==> src/rtl/arsq_pkg.sv <==
package arsq_pkg;

  typedef enum logic [2:0] {
    PH_IDLE   = 3'd0,
    PH_SETUP  = 3'd1,
    PH_STROBE = 3'd2,
    PH_HOLD   = 3'd3,
    PH_TURN   = 3'd4
  } phase_e;

endpackage

==> src/rtl/arsq_sync2.sv <==
module arsq_sync2 (
  input  logic clk,
  input  logic rst_n,
  input  logic d,
  output logic q
);
  logic meta_q;
  logic sync_q;

  always_ff @(posedge clk or negedge rst_n) begin
    if (!rst_n) begin
      meta_q <= 1'b0;
      sync_q <= 1'b0;
    end else begin
      meta_q <= d;
      sync_q <= meta_q;
    end
  end

  assign q = sync_q;
endmodule

==> src/rtl/arsq_pack.sv <==
module arsq_pack #(
  parameter int WORD_W = 32,
  parameter int BUS_W  = 8,
  parameter int IDX_W  = 2
) (
  input  logic              clk,
  input  logic              rst_n,
  input  logic              cap_en,
  input  logic [IDX_W-1:0]  idx,
  input  logic [BUS_W-1:0]  bus_data,
  output logic [WORD_W-1:0] word
);
  localparam int NSUB = WORD_W / BUS_W;

  logic [BUS_W-1:0] slot_q [NSUB];

  for (genvar i = 0; i < NSUB; i++) begin : g_slot
    // little-endian: sub-read i lands in lane i
    always_ff @(posedge clk or negedge rst_n) begin
      if (!rst_n)
        slot_q[i] <= '0;
      else if (cap_en && (idx == IDX_W'(i)))
        slot_q[i] <= bus_data;
    end
    assign word[i*BUS_W +: BUS_W] = slot_q[i];
  end
endmodule

==> src/rtl/arsq_fsm.sv <==
module arsq_fsm
  import arsq_pkg::*;
#(
  parameter int CNT_W = 4,
  parameter int NSUB  = 4,
  parameter int IDX_W = 2
) (
  input  logic             clk,
  input  logic             rst_n,
  input  logic             req_valid,
  input  logic [CNT_W-1:0] cfg_setup,
  input  logic [CNT_W-1:0] cfg_strobe,
  input  logic [CNT_W-1:0] cfg_hold,
  input  logic [CNT_W-1:0] cfg_turn,
  input  logic             wait_s,
  output logic             req_ready,
  output logic             accept,
  output phase_e           phase,
  output logic [IDX_W-1:0] idx,
  output logic             cap_en,
  output logic             done
);
  localparam logic [IDX_W-1:0] LAST_IDX = IDX_W'(NSUB - 1);

  phase_e           ph_q, ph_d;
  logic [CNT_W-1:0] cnt_q, cnt_d;
  logic [IDX_W-1:0] idx_q, idx_d;
  logic [CNT_W-1:0] su_q, st_q, ho_q, tu_q;
  logic [CNT_W-1:0] lim;
  logic             at_lim;
  logic             last_sub;
  logic             load_rd;
  logic             load_tu;

  always_comb begin
    unique case (ph_q)
      PH_SETUP:  lim = su_q;
      PH_STROBE: lim = st_q;
      PH_HOLD:   lim = ho_q;
      PH_TURN:   lim = tu_q;
      default:   lim = '0;
    endcase
  end

  assign at_lim    = (cnt_q == lim);
  assign last_sub  = (idx_q == LAST_IDX);
  assign done      = (ph_q == PH_HOLD) && at_lim && last_sub;
  assign req_ready = (ph_q == PH_IDLE) || done;
  assign accept    = req_valid && req_ready;
  assign cap_en    = (ph_q == PH_STROBE) && at_lim && !wait_s;

  always_comb begin
    ph_d    = ph_q;
    cnt_d   = cnt_q + 1'b1;
    idx_d   = idx_q;
    load_rd = 1'b0;
    load_tu = 1'b0;
    unique case (ph_q)
      PH_IDLE: begin
        cnt_d = '0;
        if (accept) begin
          ph_d    = PH_SETUP;
          idx_d   = '0;
          load_rd = 1'b1;
        end
      end
      PH_SETUP: begin
        if (at_lim) begin
          ph_d  = PH_STROBE;
          cnt_d = '0;
        end
      end
      PH_STROBE: begin
        if (at_lim) begin
          cnt_d = cnt_q;
          if (!wait_s) begin
            ph_d  = PH_HOLD;
            cnt_d = '0;
          end
        end
      end
      PH_HOLD: begin
        if (at_lim) begin
          cnt_d = '0;
          if (!last_sub) begin
            ph_d  = PH_SETUP;
            idx_d = idx_q + 1'b1;
          end else if (accept) begin
            ph_d    = PH_TURN;
            idx_d   = '0;
            load_tu = 1'b1;
          end else begin
            ph_d = PH_IDLE;
          end
        end
      end
      PH_TURN: begin
        if (at_lim) begin
          ph_d    = PH_SETUP;
          cnt_d   = '0;
          load_rd = 1'b1;
        end
      end
      default: begin
        ph_d  = PH_IDLE;
        cnt_d = '0;
      end
    endcase
  end

  always_ff @(posedge clk or negedge rst_n) begin
    if (!rst_n) begin
      ph_q  <= PH_IDLE;
      cnt_q <= '0;
      idx_q <= '0;
      su_q  <= '0;
      st_q  <= '0;
      ho_q  <= '0;
      tu_q  <= '0;
    end else begin
      ph_q  <= ph_d;
      cnt_q <= cnt_d;
      idx_q <= idx_d;
      if (load_rd) begin
        su_q <= cfg_setup;
        st_q <= cfg_strobe;
        ho_q <= cfg_hold;
      end
      if (load_tu)
        tu_q <= cfg_turn;
    end
  end

  assign phase = ph_q;
  assign idx   = idx_q;
endmodule

==> src/rtl/async_rd_seq.sv <==
module async_rd_seq
  import arsq_pkg::*;
#(
  parameter  int ADDR_W = 20,
  parameter  int BUS_W  = 8,
  parameter  int WORD_W = 32,
  parameter  int CNT_W  = 4,
  localparam int NSUB   = WORD_W / BUS_W,
  localparam int IDX_W  = (NSUB > 1) ? $clog2(NSUB) : 1,
  localparam int MA_W   = (NSUB > 1) ? ADDR_W + IDX_W : ADDR_W,
  localparam int BE_W   = BUS_W / 8
) (
  input  logic              clk,
  input  logic              rst_n,
  input  logic [CNT_W-1:0]  cfg_setup,
  input  logic [CNT_W-1:0]  cfg_strobe,
  input  logic [CNT_W-1:0]  cfg_hold,
  input  logic [CNT_W-1:0]  cfg_turn,
  input  logic              req_valid,
  output logic              req_ready,
  input  logic [ADDR_W-1:0] req_addr,
  output logic              rsp_valid,
  output logic [WORD_W-1:0] rsp_data,
  output logic              mem_cs_n,
  output logic              mem_oe_n,
  output logic [BE_W-1:0]   mem_be_n,
  output logic [MA_W-1:0]   mem_addr,
  input  logic [BUS_W-1:0]  mem_rdata,
  input  logic              mem_wait
);
  logic              wait_s;
  logic              accept;
  phase_e            phase;
  logic [IDX_W-1:0]  idx;
  logic              cap_en;
  logic              done;
  logic [WORD_W-1:0] word;
  logic [ADDR_W-1:0] addr_q;
  logic              bus_act;

  arsq_sync2 u_wsync (
    .clk   (clk),
    .rst_n (rst_n),
    .d     (mem_wait),
    .q     (wait_s)
  );

  arsq_fsm #(
    .CNT_W (CNT_W),
    .NSUB  (NSUB),
    .IDX_W (IDX_W)
  ) u_fsm (
    .clk        (clk),
    .rst_n      (rst_n),
    .req_valid  (req_valid),
    .cfg_setup  (cfg_setup),
    .cfg_strobe (cfg_strobe),
    .cfg_hold   (cfg_hold),
    .cfg_turn   (cfg_turn),
    .wait_s     (wait_s),
    .req_ready  (req_ready),
    .accept     (accept),
    .phase      (phase),
    .idx        (idx),
    .cap_en     (cap_en),
    .done       (done)
  );

  arsq_pack #(
    .WORD_W (WORD_W),
    .BUS_W  (BUS_W),
    .IDX_W  (IDX_W)
  ) u_pack (
    .clk      (clk),
    .rst_n    (rst_n),
    .cap_en   (cap_en),
    .idx      (idx),
    .bus_data (mem_rdata),
    .word     (word)
  );

  always_ff @(posedge clk or negedge rst_n) begin
    if (!rst_n)
      addr_q <= '0;
    else if (accept)
      addr_q <= req_addr;
  end

  always_ff @(posedge clk or negedge rst_n) begin
    if (!rst_n) begin
      rsp_valid <= 1'b0;
      rsp_data  <= '0;
    end else begin
      rsp_valid <= done;
      if (done)
        rsp_data <= word;
    end
  end

  assign bus_act  = (phase == PH_SETUP) || (phase == PH_STROBE) || (phase == PH_HOLD);
  assign mem_cs_n = !bus_act;
  assign mem_oe_n = (phase != PH_STROBE);
  assign mem_be_n = bus_act ? '0 : '1;

  if (NSUB > 1) begin : g_narrow
    assign mem_addr = {addr_q, idx};
  end else begin : g_full
    assign mem_addr = addr_q;
  end
endmodule

==> config.mk <==
export PLATFORM = sky130hd
export DESIGN_NAME = async_rd_seq
export DESIGN_NICKNAME = d
export VERILOG_FILES = /design/src/rtl/arsq_pkg.sv /design/src/rtl/arsq_sync2.sv /design/src/rtl/arsq_pack.sv /design/src/rtl/arsq_fsm.sv /design/src/rtl/async_rd_seq.sv
export SDC_FILE = /design/constraint.sdc
export NUM_CORES = 1
export LEC_CHECK = 0
export CAP_MARGIN = 20
export CORE_AREA = 4 4 107 109
export CTS_CLUSTER_SIZE = 24
export DETAILED_ROUTE_END_ITERATION = 6
export DIE_AREA = 0 0 111 113
export MAX_ROUTING_LAYER = met4
export PLACE_DENSITY = 0.8
export SLEW_MARGIN = 0
export SYNTH_ARGS = -nofsm -noshare
export SYNTH_HDL_FRONTEND = slang
export SYNTH_SLANG_ARGS = --single-unit
export TNS_END_PERCENT = 20
==> constraint.sdc <==
create_clock -name clk -period 3.05 [get_ports clk]
set_input_delay 0.4575 -clock clk [delete_from_list [all_inputs] [get_ports clk]]
set_output_delay 0.4575 -clock clk [all_outputs]
set_load 0.02 [all_outputs]
; ---- Word level (Yosys, flattened, before mapping)
; Index checks and enable logic that the tools add are counted.
[classes]
add_sub_neg = 2
div_mod_pow = 0
n_mul = 0
bitwise_logic = 0
n_shift = 0
magnitude_cmp = 0
reduce_logical = 20
muxes = 25
n_eq_ne = 16
[op_table]
columns = op, count
row1 = $mux 3, 8
row2 = $pmux 4 s4, 1
row3 = $pmux 3 s5, 1
row4 = $mux 4, 3
row5 = $logic_and 1x1->1, 9
row6 = $ne 2x1->1 const B, 4
row7 = $pmux 4 s2, 1
row8 = $eq 3x2->1 const B, 2
row9 = $mux 1, 6
row10 = $mux 2, 3
row11 = $reduce_and 6->1, 1
row12 = $add 4x1->4 const B, 1
row13 = $eq 2x2->1 const B, 2
row14 = $eq 4x4->1, 1
row15 = $ne 2x2->1 const B, 2
row16 = $pmux 2 s2, 1
row17 = $eq 3x1->1 const B, 1
row18 = $eq 3x3->1 const B, 1
row19 = $logic_not 3->1, 1
row20 = $logic_or 1x1->1, 3
row21 = $ne 3x2->1 const B, 1
row22 = $ne 3x3->1 const B, 1
row23 = $reduce_or 3->1, 1
row24 = $add 2x1->2 const B, 1
row25 = 6 further kinds, 7
[word_totals]
latchBits = 0
ramBits = 0
output_inout_bits = 59
regBits = 112
mem_bits_ro = 0
word_cells = 79
n_memories = 0

; ---- Longest topological paths before layout
; Gate-level depths: netlist (run 1).
[depth]
word_depth = 11
mapped_depth = 10
depth_no_buf = 6

; ---- Modules after synthesis
; From an unflattened synthesis (run 1), not the netlist that was laid out.
[unflattened]
cells_unflattened = 311
hier_area_um2 = 4860.9
[modules_own_cells]
columns = module, area_each_um2, n_inst, cells_each, seq_area_each_um2
row1 = async_rd_seq, 2129.5, 1, 114, 1326.3
row2 = arsq_fsm, 1468.9, 1, 127, 625.6
row3 = arsq_pack, 1212.4, 1, 68, 800.8
row4 = arsq_sync2, 50.0, 1, 2, 50.0

; ---- Worst setup path after synthesis (run 1)
; Ideal clock, no wire load.
[synth_timing]
kind = flip-flop to output port
from = register u_fsm.ph_q[1], in the netlist u_fsm.phase[1]
to = output port req_ready
t_arrival_ns = 2.008
required_ns = 2.592
path_slack_ns = 0.585
stages_incl_launch_ff = 10
cell_sequence = dfrtp_1 buf_2 and3b_4 buf_6 a22o_1 o21a_1 o22a_2 nand4_4 buf_6 o31ai_1
[synth_via]
elab_chain_cells = 6
word_cells_on_any_way = 10
classes_between = 5 x eq/ne / 1 x mux / 4 x reduce/logical
[synth_lines]
columns = item, line
row1 = "start, declared", arsq_fsm.sv:25  ; phase_e ph_q, ph_d;
row2 = "start signal, assigned", arsq_fsm.sv:121  ; ph_q <= ph_d;
row3 = "$eq 3x3->1, or another cell as far along", arsq_fsm.sv:36  ; unique case (ph_q)
row4 = $pmux 4 s4, arsq_fsm.sv:36
row5 = $eq 4x4->1, arsq_fsm.sv:45  ; assign at_lim = (cnt_q == lim);
row6 = $logic_and 1x1->1 (2 in series), arsq_fsm.sv:47  ; assign done = (ph_q == PH_HOLD) && at_lim && last_sub;
row7 = $logic_or 1x1->1 *, arsq_fsm.sv:48  ; assign req_ready = (ph_q == PH_IDLE) || done;
row8 = "end, declared", async_rd_seq.sv:20  ; output logic req_ready,
; Mark *: on every way between the ends. The rest lies on a longest branch, timed or not.

; ---- Worst setup path in the final report (run 1)
; Ends and elaborated chain as after synthesis.

==> results.toml, run 1 <==
[timing]
clock.fmax_ghz = 0.3491
final-setup-viol-count = 0
setup_tns_ps = 0
clock_skew_ps = 16.87
finalHoldViolations = 0
relSlewSlack = 0.5311
fin_crit_sh = 0.9391
worst_pin_slew_ps = 701.6
finalCriticalPeriod_ps = 2864
rsz0062_at_grt = "false"
final_max_slew_viol_count = 0

[pwr]
p_per_area_mw_per_mm2 = 866.5
ir_worst_vdd_mv = 0.4813
p_leak_nw = 2.952

[synthesis]
synth_warnings = 0
synth_cells = 418
synth_compound_area_frac = 0.07622
synth_xor_area_frac = 0.005018
synth-edff-count = 0
ys_types = 47
muxShareOfSynthArea = 0.1971
synth-adder-area-share = 0.01195
ys_seq_area_frac = 0.5352
synth_top_family_by_area = "multiplexers"
synth-seq-cells = 112
synthSimpleGateAreaFrac = 0.1384
synth_top_area_cell = "dfrtp_1"
ys_async_sr_fraction = 1.000
synth.top_cell.area_share = 0.5352
synth_flop_cell = "dfrtp_1"
syn_area_per_cell_um2 = 12.53
synth_fp_nets = 471
synth_area_mm2 = 0.005236
synthTopCellsByArea = "dfrtp_1 54%, mux2_2 9.2%, mux2_4 7.7%, nand2_1 3.4%, o211ai_1 2.9%"

[setup_path]
crit_slowest_cell = "dfrtp_2"
cp_slowest_stage_delay_ps = 500
crit_type = "reg -> out"
rrSetupSlack_ps = 360
arrival_ps = 2410
cp_cell_sequence = "and3b_4, a22o_1, nor3_1, o22a_2, nand4_4, o31ai_1, dlygate4sd2_1"
cp-end-kind = "primary output"
worstPathMaxFanout = 9
critPathLaunchType = "flop"
worstPathRequired_ps = 2590

[clocking]
cts-buffers-inserted = 9
clk_pin_slew_ps = 110
clkSinkCount = 112
cts_resized = 1
postCtsSetupRepairBufs = 0
clock-root-buffer = "clkbuf_8"
cts_tree = "done"
clk_path_buf_depth = 2
h-tree-depth = 3
clock_latency_ps = 390
holdBufCountCts = 0

[final_layout]
drive_above_1_share = 0.2220
fin_nets = 575
syn_to_final_growth_pct = 26.21
n_antenna_cell = 0
final_util = 0.6233

[place]
dp_hpwl_um = 8215
portBuffers = 106
place_congestion = 0.8297

[drt]
num_vias = 3614
wl_um = 11840
vias_per_cell = 5.418
drc = 0
drt_iter0_markers = 216
detail_route.wl_per_cell_um = 17.75
antenna_left = 0
drt_pass1_iterations = 5

[floorplanning]
fp.dieW_um = 111
dieHeight_um = 113
rows = 38
pin_count = 107
die_area_mm2 = 0.01254
initial_utilization = 0.4939
core_area_mm2 = 0.01060

[job]
cap_viol_max_count = 0

[grt]
antenna_found_initial = 0
grt_max_degree = 44
gr-total-overflow = 0
grt_pass1_vias = 3842
grt_use_total = 0.2013
grt_pass1_wl_um = 19820

[status]
status = "complete, no violations"

[worst_hold_path]
hp-class = "in -> async"
-- power by group --
| part | total [mW] | internal [mW] | switching [mW] | leakage [nW] |
|---|---|---|---|---|
| sequential | 2.27 | 1.95 | 0.328 | 1.41 |
| clock | 0.873 | 0.322 | 0.551 | 0.101 |
| combinational | 2.58 | 1.17 | 1.41 | 1.44 |
-- state kept, by name, summed over array words and instances (netlist names), 2 cells and up --
| register | cells |
|---|---|
| u_fsm.tu_q | 4 |
| u_fsm.idx | 2 |
| u_pack.word | 32 |
| u_fsm.st_q | 4 |
| addr_q | 20 |
| u_fsm.phase | 3 |
| rsp_data | 32 |
| u_fsm.ho_q | 4 |
| u_fsm.su_q | 4 |
| u_fsm.cnt_q | 4 |
-- worst max-delay path, delay by kind of cell, from the launching register on --
family	cells	cell delay (ps)
AO/OA/AOI/OAI	3	550
buffers and inverters	1	360
flip-flops	1	500
AND/OR/NAND/NOR	3	610
-- layout by cell type (no fill, tap or decap), types with 4 or more instances in the layout --
cell type	count
clkbuf_8	9
clkdlybuf4s50_1	104
nor2_1	7
o211ai_1	20
nand3_1	23
o21a_1	4
a22o_1	4
mux2_4	27
mux2_2	43
and3_1	20
buf_4	14
ha_1	5
mux2_1	10
nand2_1	47
dfrtp_1	109
inv_1	9
nand3b_1	8
nor3_1	5
a21oi_1	6
-- path summary, 6_finish.rpt --
check,start,endpoint,cells past startpoint
min in group clk,u_wsync.meta_q,u_wsync.q,0
worst min register to register,u_wsync.meta_q,u_wsync.q,0
max in group asynchronous,rst_n,u_pack.word[31],2
worst min-delay path,rst_n,addr_q[2],1
worst max-delay path,u_fsm.phase[1],req_ready,7
worst max register to register,u_fsm.phase[1],u_fsm.su_q[1],7
-- per-layer routing --
layer | vias up | GRT usage | routed length (um)
met1 | 1787 | 0.2604 | 5112
met5 | - | - | 0
li1 | 1706 | - | -
met3 | 10 | 0.06310 | 794
met4 | 0 | 0.03859 | 100
met2 | 111 | 0.3180 | 5833
-- cells in the mapped netlist (3+ instances only) --
cell / count
nand3b_1: 8
mux2_4: 27
o211ai_1: 20
buf_4: 3
clkbuf_1: 9
nand3_1: 23
a21oi_1: 6
nor3b_1: 3
o21a_1: 4
buf_2: 7
o21ai_0: 3
mux2i_1: 3
and3_1: 20
dfrtp_1: 112
nand2_1: 47
nor2_1: 7
o22ai_1: 3
nor3_1: 5
mux2_2: 43
xnor2_1: 3
mux2_1: 10
nand3_4: 3
buf_6: 5
ha_1: 5
inv_1: 9
a22o_1: 4
-- cell families (layout without fill, tap and decap cells) --
logic type               after synthesis  after routing
AO/OA/AOI/OAI                         52             52
buffers and inverters                 35            144
adder cells (fa/ha/maj)                5              5
XOR/XNOR                               3              3
AND/OR/NAND/NOR                      128            128
flip-flops                           112            112
multiplexers                          83             83
-- final cells by class --
| cell class | instances | area, um2 |
|---|---|---|
| clock buffer | 9 | 123.9 |
| clock inverter | 7 | 70.07 |
| fill | 847 | 3994 |
| tap | 140 | 175.2 |
| sequential | 112 | 2806 |
| multi-input combinational | 271 | 2245 |
| inverter | 9 | 33.78 |
| timing repair buffer | 119 | 1155 |
-- stage by stage --
stage	hold slack, ps	power, mW	instance area, um2	setup slack, ps	cells
floorplan	161.9	3.923	5236	584.9	418
global placement	336.0	4.778	6412	358.8	651
detailed placement	334.7	4.886	6412	282.7	651
CTS	55.42	5.774	6605	123.9	667
global route	74.74	6.083	6609	33.94	667
finish	41.89	5.726	6609	185.6	667
(Power assumes the default switching activity.)
==> run 2: changes to the inputs <==
CORE_AREA = 4 4 105 107   (was 4 4 107 109)
CTS_BUF_LIST = sky130_fd_sc_hd__clkbuf_4 sky130_fd_sc_hd__clkbuf_8   (was default)
DIE_AREA = 0 0 109 111   (was 0 0 111 113)
PLACE_DENSITY = 0.83   (was 0.8)
==> results.toml, run 2 (synthesis gave the netlist of run 1 again) <==
[clocking]
holdBufCountCts = 0
clk_path_buf_depth = 2
cts-buffers-inserted = 9
h-tree-depth = 3
clock-root-buffer = "clkbuf_8"
cts_tree = "done"
clock_latency_ps = 380
clk_pin_slew_ps = 110
clkSinkCount = 112

[timing]
final-setup-viol-count = 0
setup_tns_ps = 0
worst_pin_slew_ps = 745.5
clock.fmax_ghz = 0.3515
finalCriticalPeriod_ps = 2845
relSlewSlack = 0.5018
fin_crit_sh = 0.9327
rsz0062_at_grt = "false"
finalHoldViolations = 0
final_max_slew_viol_count = 0
whs_ps = 81.11
clock_skew_ps = 16.10
final.setup.worst_slack_ps = 205.4

[floorplanning]
pin_count = 107
die_area_mm2 = 0.01210
dieHeight_um = 111
initial_utilization = 0.5165
core_area_mm2 = 0.01014
rows = 37
fp.dieW_um = 109

[place]
place_congestion = 0.8599
preCtsSetupSlack_ps = 134.7
post_dp_cell_area_mm2 = 0.006405
placedCellCount = 645
dp_hpwl_um = 8266
portBuffers = 106

[pwr]
p_total_mw = 5.822
p_per_area_mw_per_mm2 = 879.0
ir_worst_vdd_mv = 0.4825
p_leak_nw = 2.961

[final_layout]
seq_area_mm2 = 0.002803
stdcell_area_mm2 = 0.006624
multi_input_area_mm2 = 0.002253
instances_no_fill = 661
n_antenna_cell = 0
final_common_cell = "dfrtp_1"
syn_to_final_growth_pct = 26.50
fin_nets = 574
drive_above_1_share = 0.2190
fillCellCount = 764
layout_common_cells = "112 x dfrtp_1, 104 x clkdlybuf4s50_1, 47 x nand2_1"
final_util = 0.6533

[drt]
drc = 0
drt_iter0_markers = 223
drt_pass1_iterations = 5
antenna_left = 0
detail_route.wl_per_cell_um = 18.35
vias_per_cell = 5.584
num_vias = 3691
wl_um = 12130

[job]
cap_viol_max_count = 0

[grt]
antenna_found_initial = 0
grt_max_degree = 66
grt_pass1_wl_um = 20110
gr-total-overflow = 0
grt_use_total = 0.2153
grt_pass1_vias = 3957

[status]
status = "complete, no violations"

[setup_path]
crit_slowest_cell = "dfrtp_1"
cp-end-kind = "flop"
cp_cell_sequence = "and3b_4, a22o_1, o21a_1, o22a_2, buf_4, a31oi_4, mux2_2"
worstPathRequired_ps = 3310
critPathLaunchType = "flop"
crit_type = "reg -> reg"
worstPathMaxFanout = 30
cp_slowest_stage_delay_ps = 530
arrival_ps = 3100

[worst_hold_path]
hp-class = "in -> async"
## run 2: cell count changes in the layout (fill, tap and decap cells not counted), sizes merged
cell | before | now
bufinv | 0 | 1
dlygate4sd2 | 1 | 0
buf | 14 | 13
clkinv | 3 | 0
clkbuf | 9 | 11
## run 2: worst paths after layout
kind / startpoint / endpoint / slack [ps] / cells after the start
min in group clk: u_wsync.meta_q / u_wsync.q / 360 / 0
hold / removal: rst_n / addr_q[1] / 80 / 1
setup reg to reg: u_fsm.phase[1] / u_fsm.su_q[1] / 210 / 7
max in group asynchronous: rst_n / u_fsm.ho_q[3] / 2230 / 2
setup / recovery: u_fsm.phase[1] / u_fsm.su_q[1] / 210 / 7
hold reg to reg: u_wsync.meta_q / u_wsync.q / 360 / 0
## run 2: repair_timing
action | in CTS | in global routing
resized for setup | 2 | 4
pin swaps | 1 | 0
setup buffers | 1 | 0
setup endpoints to repair | 1 | 1
## run 2: worst max-delay path, delay by kind of cell, from the launching register on
| kind | cells | cell delay [ps] |
|---|---|---|
| AO/OA/AOI/OAI | 4 | 1230 |
| buffers and inverters | 1 | 270 |
| flip-flops | 1 | 530 |
| multiplexers | 1 | 390 |
| AND/OR/NAND/NOR | 1 | 290 |
## run 2: layout make-up
class,instances,share of cell area
flip-flops and latches,112,0.4231
multi-input cells,271,0.3402
repair buffers,118,0.1745
well taps,136,0.02569
clock buffers,10,0.02078
clock inverters,5,0.01058
inverters,9,0.005100
## run 2: metal layers
layer / track usage / wire (um) / vias up
li1: - / - / 1694
met1: 0.2746 / 5090 / 1855
met2: 0.3399 / 6067 / 124
met3: 0.05766 / 753 / 18
met4: 0.05724 / 222 / 0
met5: - / 0 / -
## run 2: report_power, final
| group | switching [mW] | leakage (nW) | internal, mW |
|---|---|---|---|
| sequential | 0.344 | 1.41 | 1.94 |
| clock | 0.513 | 0.107 | 0.416 |
| combinational | 1.43 | 1.44 | 1.18 |
==> run 3: changes to the inputs <==
CORE_AREA = 4 4 110 112   (was 4 4 105 107)
DIE_AREA = 0 0 114 116   (was 0 0 109 111)
PLACE_DENSITY = 0.79   (was 0.83)
SLEW_MARGIN = 20   (was 0)
clock period = 2.5 ns   (was 3.05 ns; I/O delays follow)
==> results.toml, run 3 (synthesis gave the netlist of run 1 again) <==
[setup_path]
crit_end = "req_ready"
r2r_cells = 8
critPathLaunchType = "flop"
startpoint = "u_fsm.phase[1]"
reg2reg_to = "u_fsm.su_q[0]"
rrSetupSlack_ps = 30
r2r_start = "u_fsm.phase[1]"
cp_cell_sequence = "and3b_4, a22o_1, o21a_1, o22a_2, nand4_4, o31ai_2, buf_4"
arrival_ps = 2160
worstPathRequired_ps = 2120
worstPathMaxFanout = 5
cp_slowest_stage_delay_ps = 460
cp-end-kind = "primary output"
crit_slowest_cell = "dfrtp_2"
crit_type = "reg -> out"

[floorplanning]
core_area_mm2 = 0.01122
initial_utilization = 0.4666
die_area_mm2 = 0.01322
fp.dieW_um = 114
pin_count = 107
dieHeight_um = 116
rows = 39

[timing]
clock.fmax_ghz = 0.3946
setup_tns_ps = -34.51
final.setup.worst_slack_ps = -34.51
worst_pin_slew_ps = 614.9
final-setup-viol-count = 1
relSlewSlack = 0.5901
clock_skew_ps = 14.17
rsz0062_at_grt = "true"
finalHoldViolations = 0
fin_crit_sh = 1.014
final_max_slew_viol_count = 0
finalCriticalPeriod_ps = 2535

[place]
preCtsSetupSlack_ps = -114.8
portBuffers = 106
place_congestion = 0.8539
dp_hpwl_um = 8662

[final_layout]
final_util = 0.6059
n_antenna_cell = 0
layout_common_cells = "110 x dfrtp_1, 104 x clkdlybuf4s50_1, 47 x nand2_1"
fillCellCount = 928
drive_above_1_share = 0.2551
final_common_cell = "dfrtp_1"
syn_to_final_growth_pct = 29.87
fin_nets = 589

[drt]
drc = 0
vias_per_cell = 5.516
num_vias = 3773
detail_route.wl_per_cell_um = 18.19
antenna_left = 0
drt_pass1_iterations = 4
drt_iter0_markers = 206
wl_um = 12440

[pwr]
p_per_area_mw_per_mm2 = 1070
power.clock.fraction = 0.146
p_leak_nw = 3.049
ir_worst_vdd_mv = 0.6654
p_sw_frac = 0.3969
combPwrFrac = 0.471
p_seq_frac = 0.382
p_sw_mw = 2.889
internal_power_mw = 4.389

[clocking]
clk_path_buf_depth = 2
h-tree-depth = 3
cts_tree = "done"
clock-root-buffer = "clkbuf_8"
clkSinkCount = 112
cts-buffers-inserted = 9
clock_latency_ps = 390
clk_pin_slew_ps = 110

[grt]
grt_pass1_wl_um = 19990
grt_busiest_layer = "met2"
gr-usage-met1 = 0.2379
antenna_found_initial = 0
grt_util_met3 = 0.05483
grt_pass1_vias = 3935
gr-total-overflow = 0
grt_max_degree = 50
grt_use_total = 0.1986
grtUsageMet2 = 0.3368

[status]
status = "complete, but fails checks"
violations = "setup timing"

[job]
cap_viol_max_count = 0

[worst_hold_path]
hp-class = "reg -> reg"
-- run 3: cell count changes in the layout (fill, tap and decap cells not counted), moves of 2 or more --
cell and delta:
dfrtp_1 -2, a21oi_1 -3, nor3_1 -2, nor3_4 +2, buf_4 +11, dfrtp_2 +2, a21oi_2 +3, buf_6 +3
-- run 3: how the worst min path moves through the flow --
stage | start | to | depth (start not counted) | slack, ps
6_report | u_wsync.meta_q | u_wsync.q | 0 | 360
5_1_grt | u_wsync.meta_q | u_wsync.q | 0 | 380
4_1_cts | u_wsync.meta_q | u_wsync.q | 0 | 360
3_5_place_dp | u_wsync.meta_q | u_wsync.q | 0 | 340
3_3_place_gp | u_wsync.meta_q | u_wsync.q | 0 | 340
2_1_floorplan | rst_n | addr_q[0] | 0 | 80
-- run 3: repair_timing --
item                                    CTS  global route
endpoints found under the hold margin    35             0
resized for setup                        15             6
pin swaps                                 3             5
setup buffers                             2             1
endpoints found under the setup margin    6            65
hold buffers                              1             0
-- run 3: stage by stage --
step                hold slack [ps]  area, um2  cells  power (mW)
floorplan                     79.41       5236    418       4.786
global placement              337.4       6516    664       5.981
detailed placement            336.2       6516    664       6.113
CTS                           362.7       6765    683       7.263
global route                  377.8       6800    684       7.689
finish                        360.0       6800    684       7.277
-- run 3: area by class of cell --
class / instances / area [um2] / area share
sequential: 112 / 2805 / 0.4125
multi-input combinational: 271 / 2292 / 0.3371
timing repair buffer: 133 / 1297 / 0.1908
tap: 143 / 178.9 / 0.02631
clock buffer: 10 / 131.4 / 0.01932
clock inverter: 6 / 61.31 / 0.009016
inverter: 9 / 33.78 / 0.004968
-- run 3: power by group through the flow --
stage / clock network (mW) / logic (mW) / registers [mW]
after global placement: 0 / 3.21 / 2.77
after detailed placement: 0 / 3.31 / 2.80
final: 1.06 / 3.43 / 2.78
after CTS: 1.09 / 3.39 / 2.78
after floorplan: 0 / 1.75 / 3.03
after global routing: 1.17 / 3.67 / 2.86
-- run 3: layer usage --
metal	vias to the layer above	routed length [um]
met5	-	0
met3	12	570
met1	1944	5241
met4	0	137
li1	1729	-
met2	88	6494
-- run 3: worst max-delay path: cells and delay by family (launching register included) --
| kind | cells | cell delay, ps |
|---|---|---|
| buf+inv | 1 | 160 |
| flops | 1 | 460 |
| compound gates | 4 | 820 |
| simple gates | 2 | 340 |
